$ cat src/rtl/branch_cond_unit.sv
module branch_cond_unit #(
  parameter int W = 32,
  parameter int CW = 3
) (
  input  logic         clk,
  input  logic         rst_n,
  input  logic [W-1:0] instr,
  input  logic [W-1:0] bus_val,
  input  logic         capture,
  input  logic         branch_step,
  input  logic [W-1:0] target_in,
  output logic         pc_load,
  output logic [W-1:0] pc_next
);
  localparam int SB = W - 1;

  logic [CW-1:0] code;
  logic is_zero, is_neg, cond_ok, flag_q;

  assign code    = instr[CW-1:0];
  assign is_zero = ~|bus_val;
  assign is_neg  = bus_val[SB];

  always_comb begin
    case (code)
      3'd0:    cond_ok = 1'b0;
      3'd1:    cond_ok = 1'b1;
      3'd2:    cond_ok = is_zero;
      3'd3:    cond_ok = ~is_zero;
      3'd4:    cond_ok = ~is_neg;
      3'd5:    cond_ok = is_neg;
      default: cond_ok = 1'b0;
    endcase
  end

  always_ff @(posedge clk) begin
    if (!rst_n)       flag_q <= 1'b0;
    else if (capture) flag_q <= cond_ok;
  end

  assign pc_load = flag_q & branch_step;
  assign pc_next = target_in;

  a_r1_reset_clears: assert property (@(posedge clk)
    !rst_n |=> !flag_q);
  a_r6_hold: assert property (@(posedge clk) disable iff (!rst_n)
    !capture |=> $stable(flag_q));
  a_r2_never: assert property (@(posedge clk) disable iff (!rst_n)
    (capture && instr[2:0] == 3'd0) |=> !flag_q);
  a_r2_always: assert property (@(posedge clk) disable iff (!rst_n)
    (capture && instr[2:0] == 3'd1) |=> flag_q);
  a_r3_zero: assert property (@(posedge clk) disable iff (!rst_n)
    (capture && instr[2:0] == 3'd2) |=> (flag_q == ($past(bus_val) == '0)));
  a_r4_sign: assert property (@(posedge clk) disable iff (!rst_n)
    (capture && instr[2:0] == 3'd5) |=> (flag_q == $past(bus_val[SB])));
  a_r5_unused: assert property (@(posedge clk) disable iff (!rst_n)
    (capture && instr[2:0] >= 3'd6) |=> !flag_q);
  a_r7_gate: assert property (@(posedge clk) disable iff (!rst_n)
    !branch_step |-> !pc_load);
endmodule

$ cat config.mk
export PLATFORM = sky130hd
export DESIGN_NAME = branch_cond_unit
export DESIGN_NICKNAME = d
export VERILOG_FILES = /design/src/rtl/branch_cond_unit.sv
export SDC_FILE = /design/constraint.sdc
export NUM_CORES = 1
export LEC_CHECK = 0
export ABC_AREA = 0
export BUFFER_PORTS_ARGS = -buffer_cell sky130_fd_sc_hd__buf_2
export CORE_MARGIN = 3
export CORE_UTILIZATION = 19
export CTS_CLUSTER_SIZE = 25
export DETAILED_ROUTE_END_ITERATION = 8
export HOLD_SLACK_MARGIN = 0.15
export PLACE_DENSITY = 0.85
export SLEW_MARGIN = 20
export SYNTH_ARGS = -nofsm -noshare
export SYNTH_HDL_FRONTEND = slang
export SYNTH_SLANG_ARGS = --single-unit
$ cat constraint.sdc
create_clock -name clk -period 3.55 [get_ports clk]
set_input_delay 0.71 -clock clk [delete_from_list [all_inputs] [get_ports clk]]
set_output_delay 0.71 -clock clk [all_outputs]
set_load 0.1 [all_outputs]
==> results of run 1 <==
[stage by stage]
| step | hold WS [ps] | setup slack, ps | area [sq um] |
|---|---|---|---|
| 2_1_floorplan | 560 | 1390 | 404 |
| 3_3_place_gp | 597 | 1540 | 393 |
| 3_5_place_dp | 605 | 1540 | 393 |
| 4_1_cts | 605 | 1540 | 393 |
| 5_1_grt | 642 | 1510 | 393 |
| 6_report | 594 | 1540 | 393 |
[layout make-up]
| cell class | instances | area, sq um |
|---|---|---|
| Timing Repair Buffer | 39 | 195 |
| Multi-Input combinational cell | 20 | 144 |
| Fill cell | 231 | 1590 |
| Tap cell | 27 | 33.8 |
| Sequential cell | 1 | 20.0 |
[path summary, 6_finish.rpt]
path / start / to / slack, ps
min reg2reg: flag_q$_SDFFE_PN0P_ / flag_q$_SDFFE_PN0P_ / 590
max: branch_step / pc_load / 1540
max reg2reg: flag_q$_SDFFE_PN0P_ / flag_q$_SDFFE_PN0P_ / 2220
min: flag_q$_SDFFE_PN0P_ / flag_q$_SDFFE_PN0P_ / 590
[power groups by stage]
stage | clock network (mW) | registers [mW] | logic, mW
4_1_cts | 0 | 0.0128 | 0.0333
5_1_grt | 0 | 0.0129 | 0.0364
3_5_place_dp | 0 | 0.0128 | 0.0332
6_report | 0 | 0.0128 | 0.0329
3_3_place_gp | 0 | 0.0128 | 0.0326
2_1_floorplan | 0 | 0.0127 | 0.181
[cells by family after synthesis]
group                  Yosys count  share of synthesized area [%]
buffers and inverters           32                           59.4
AND/OR/NAND/NOR                 15                           27.2
AO/OA/AOI/OAI                    4                           6.19
XOR/XNOR                         1                           2.17
flip-flops                       1                           4.95
[worst register-to-register path, delay by kind of cell (launching register included)]
kind,cells,cell delay (ps)
simple gates,2,780
flops,1,300
compound gates,2,170
[per-layer routing]
metal | wire length [um] | vias to the layer above | global-route usage (%)
met4 | 4 | 0 | 0.437
met3 | 281 | 2 | 4.87
met2 | 453 | 41 | 10.5
met1 | 235 | 150 | 4.94
met5 | 0 | - | 0
li1 | - | 173 | -
==> results.json, run 1 <==
{
  "yosysMostFrequentCell": "buf_4",
  "mostFrequentLayoutCell": "buf_2",
  "synth_edf_count": 0,
  "num_vias": 366,
  "pwr-share-clk_pct": 0,
  "grt_pass1_wl_um": 1260,
  "cpMostUsedCell": "buf_2",
  "power.leakage_nw": 0.195,
  "final-setup-viol-count": 0,
  "start_util_pct": 20.4,
  "drc": 0,
  "via_per_inst": 4.21,
  "place.gp.congestion": 0.622,
  "ios": 133,
  "worstRegToRegCells": 4,
  "hold_buffers": 0,
  "chipHeight_um": 52.1,
  "ys_top_cells_by_area": "buf_4 (59%), nor4_1 (12%), dfxtp_1 (5.0%), and4bb_2 (3.1%), nand4_2 (3.1%)",
  "synthCells": 53,
  "rsz0062_at_grt": "no",
  "wl_um": 974,
  "tightest_slew_ps": 483,
  "slew_headroom_pct": 68.0,
  "cp-end-kind": "output port",
  "maxCapViolCount": 0,
  "cp_cell_sequence": "buf_2 > and2_1 > buf_2",
  "mostFrequentLayoutCells": "buf_2 (39), nor4_1 (8)",
  "yosysTopAreaCellShare_pct": 59.4,
  "post-route-min-period_ps": 2010,
  "cp_slowest_cell": "buf_2",
  "synth_seq_cells": 1,
  "syn2layout_area_growth_pct": -2.79,
  "period_share_pct": 56.5,
  "outcome": "finished, final reports clean",
  "internal_power_mw": 0.0316,
  "seq_area_frac_synth_pct": 4.95,
  "syn_avg_cell_area_sq_um": 7.63,
  "cpPeakStageDelay_ps": 410,
  "core_sq_um": 1980,
  "p_sw_share_pct": 30.7,
  "placed_cells": 87,
  "final_core_util_pct": 19.8,
  "p_total_mw": 0.0457,
  "die-area_sq_um": 2720,
  "drive_gt1_share_pct": 68.3,
  "seqPwrFrac_pct": 28.0,
  "drv_slew": 0,
  "fmax_mhz": 498,
  "synth_top_cell_by_area": "buf_4",
  "synthesis.nets": 153,
  "hold_depth": 2,
  "cts_setup_buffers": 0,
  "drt-pass1-iter-count": 2,
  "dieWidth_um": 52.1,
  "vdd_drop_max_uv": 43.3,
  "wl_per_cell_um": 11.2,
  "drt_iter0_drc": 1,
  "postCtsResizedCells": 0,
  "comb_power_share_pct": 72.0,
  "antennaDiodeCount": 0,
  "setup-tns-final_ps": 0,
  "antenna_found_initial": 0,
  "hp-class": "reg -> reg",
  "clock_latency_ps": 0,
  "overflow": 0,
  "path_class": "in -> out",
  "grt_max_degree": 4,
  "cp_max_fo": 1,
  "cpLargestDelayFamily": "buffers and inverters",
  "nets": 162,
  "netlist_area_sq_um": 404,
  "fin_cells": 87,
  "crit_path_start_kind": "primary input",
  "grt_pass1_vias": 278,
  "regMostFlops": "flag_q",
  "switchingPower_mw": 0.0140,
  "ys.flop_type": "dfxtp_1",
  "synthTopCellsByCount": "buf_4 (32), nor4_1 (8)",
  "worst_clock_skew_ps": 0,
  "antenna_left": 0,
  "crit_buf_inv": 2,
  "top_regs": "flag_q: 1 flops",
  "cp.arrival_ps": 1300,
  "required_ps": 2840,
  "finalHoldViolations": 0,
  "port_buffers": 39,
  "path_depth": 3,
  "ys_types": 15,
  "postSynth.asyncResetShare_pct": 0,
  "ys_warn_count": 0,
  "num_rows": 16,
  "path_clk_slew_ps": 0,
  "largest_reg_flops": 1,
  "grt.total_usage_pct": 5.76,
  "power.density_nw_per_um2": 116
}
No activity file was read; power rests on OpenSTA's default activity.
==> run 2: changes to the inputs <==
Settings changed: ABC_AREA 0 to 1, CORE_UTILIZATION 19 to 17, PLACE_DENSITY 0.85 to 0.76.
Clock period 3.55 ns to 1.66 ns, I/O delays scaled along.
==> results.json, run 2 <==
{
  "outcome": "finished, final reports clean",
  "top_regs": "flag_q: 1 flops",
  "synthCells": 79,
  "vdd_drop_max_uv": 131,
  "slew_headroom_pct": 68.0,
  "drt_iter0_drc": 6,
  "cp-end-kind": "flop",
  "nFillCells": 300,
  "fmax_mhz": 778,
  "ys_top_cells_by_area": "buf_4 (53%), nor2_1 (19%), nand2_1 (10%), dfxtp_1 (4.5%), inv_1 (2.5%)",
  "yosysTopAreaCellShare_pct": 53.5,
  "netlist_area_sq_um": 449,
  "antennaDiodeCount": 0,
  "hpwl_um": 878,
  "largest_reg_flops": 1,
  "setup-tns-final_ps": 0,
  "postCtsResizedCells": 0,
  "ys_warn_count": 0,
  "path_class": "in -> reg",
  "ys_types": 10,
  "syn2layout_area_growth_pct": -1.67,
  "antenna_found_initial": 0,
  "register_area_sq_um": 20.0,
  "port_buffers": 39,
  "chipHeight_um": 57.4,
  "drv_slew": 0,
  "mostFrequentLayoutCells": "buf_2 (39), nor2_1 (23), nand2_1 (12), inv_1 (3)",
  "ios": 133,
  "die-area_sq_um": 3290,
  "place.gp.congestion": 0.755,
  "core_sq_um": 2500,
  "regMostFlops": "flag_q",
  "cts_setup_buffers": 0,
  "period_share_pct": 77.4,
  "hold_buffers": 0,
  "yosysMostFrequentCell": "buf_4",
  "synthesis.nets": 179,
  "hp-class": "reg -> reg",
  "drt-pass1-iter-count": 2,
  "grt_max_degree": 5,
  "syn_avg_cell_area_sq_um": 5.69,
  "dieWidth_um": 57.4,
  "num_rows": 18,
  "rsz0062_at_grt": "no",
  "tightest_slew_ps": 483,
  "power.leakage_nw": 0.241,
  "cp_max_fo": 2,
  "grt_pass1_vias": 366,
  "synth_edf_count": 0,
  "start_util_pct": 18.0,
  "grt_pass1_wl_um": 1370,
  "seq_area_frac_synth_pct": 4.46,
  "ys.flop_type": "dfxtp_1",
  "mostFrequentLayoutCell": "buf_2",
  "maxCapViolCount": 0,
  "drc": 0,
  "worst_clock_skew_ps": 0,
  "grt.total_usage_pct": 4.89,
  "fin_cells": 116,
  "num_vias": 436,
  "path_clk_slew_ps": 0,
  "synth_top_cell_by_area": "buf_4",
  "power.density_nw_per_um2": 237,
  "final-setup-viol-count": 0,
  "wl_um": 935,
  "synthTopCellsByCount": "buf_4 (32), nor2_1 (23), nand2_1 (12)",
  "overflow": 0,
  "postSynth.asyncResetShare_pct": 0,
  "drive_gt1_share_pct": 45.3,
  "multi_input_area_sq_um": 178,
  "nets": 188,
  "clock_latency_ps": 0,
  "placed_cells": 116,
  "finalHoldViolations": 0,
  "via_per_inst": 3.76,
  "cp.arrival_ps": 1170,
  "synth_seq_cells": 1,
  "required_ps": 1540,
  "antenna_left": 0,
  "post-route-min-period_ps": 1290,
  "r2r_slack_ps": 1030,
  "crit_path_start_kind": "primary input",
  "wl_per_cell_um": 8.06
}
## run 2: changes by cell type in the layout (fill, tap and decap cells not counted), moves of 2 or more
| cell | delta |
|---|---|
| nand2_1 | +12 |
| inv_1 | +3 |
| nor2_1 | +23 |
| nor3_1 | +2 |
| nor4_1 | -8 |
| nand3_1 | +2 |
## run 2: final cells by class
class	instances	area share [%]
timing repair buffer	39	44.2
multi-input combinational	43	40.2
tap	30	8.50
sequential	1	4.53
inverter	3	2.55
## run 2: report_power, final
| part | total (mW) | switching (mW) | internal [mW] |
|---|---|---|---|
| logic | 0.0778 | 0.0347 | 0.0432 |
| registers | 0.0270 | 0.000694 | 0.0263 |
| clock network | 0 | 0 | 0 |
| total | 0.105 | 0.0354 | 0.0695 |
## run 2: metal layers
layer	track usage, %	routed length (um)	vias up
met5	0	0	-
met4	2.32	36	0
met3	0.679	140	10
met2	9.35	458	37
met1	5.13	300	165
li1	-	-	224
## run 2: cell families after synthesis
family	Yosys count	synth area share (%)
and+or+nand+nor	39	33.7
buffers and inverters	35	56.0
AOI/OAI and AO/OA	3	3.90
xor gates and xnor gates	1	1.95
DFF	1	4.46
## run 2: stage by stage
step	cell area, sq um	util (%)	hold slack [ps]	total power [mW]	setup WS (ps)
CTS	442	17.7	526	0.106	341
global route	442	17.7	557	0.116	235
detailed placement	442	17.7	526	0.106	345
finish	442	17.7	522	0.105	375
floorplan	449	-	474	0.421	374
global placement	442	17.7	509	0.104	375
## run 2: final timing paths
path / start / end / cells past startpoint
max: bus_val[31] / flag_q$_SDFFE_PN0P_ / 9
min: flag_q$_SDFFE_PN0P_ / flag_q$_SDFFE_PN0P_ / 2
max reg2reg: flag_q$_SDFFE_PN0P_ / flag_q$_SDFFE_PN0P_ / 2
min reg2reg: flag_q$_SDFFE_PN0P_ / flag_q$_SDFFE_PN0P_ / 2
## run 2: critical path, cell delays in order
cell and delay (ps):
buf_2 110, nor2_1 100, nand2_1 60, nor2_1 90, nand2_1 70, o21ai_0 160
nand3_1 90, nor2_1 100, nor2_1 40
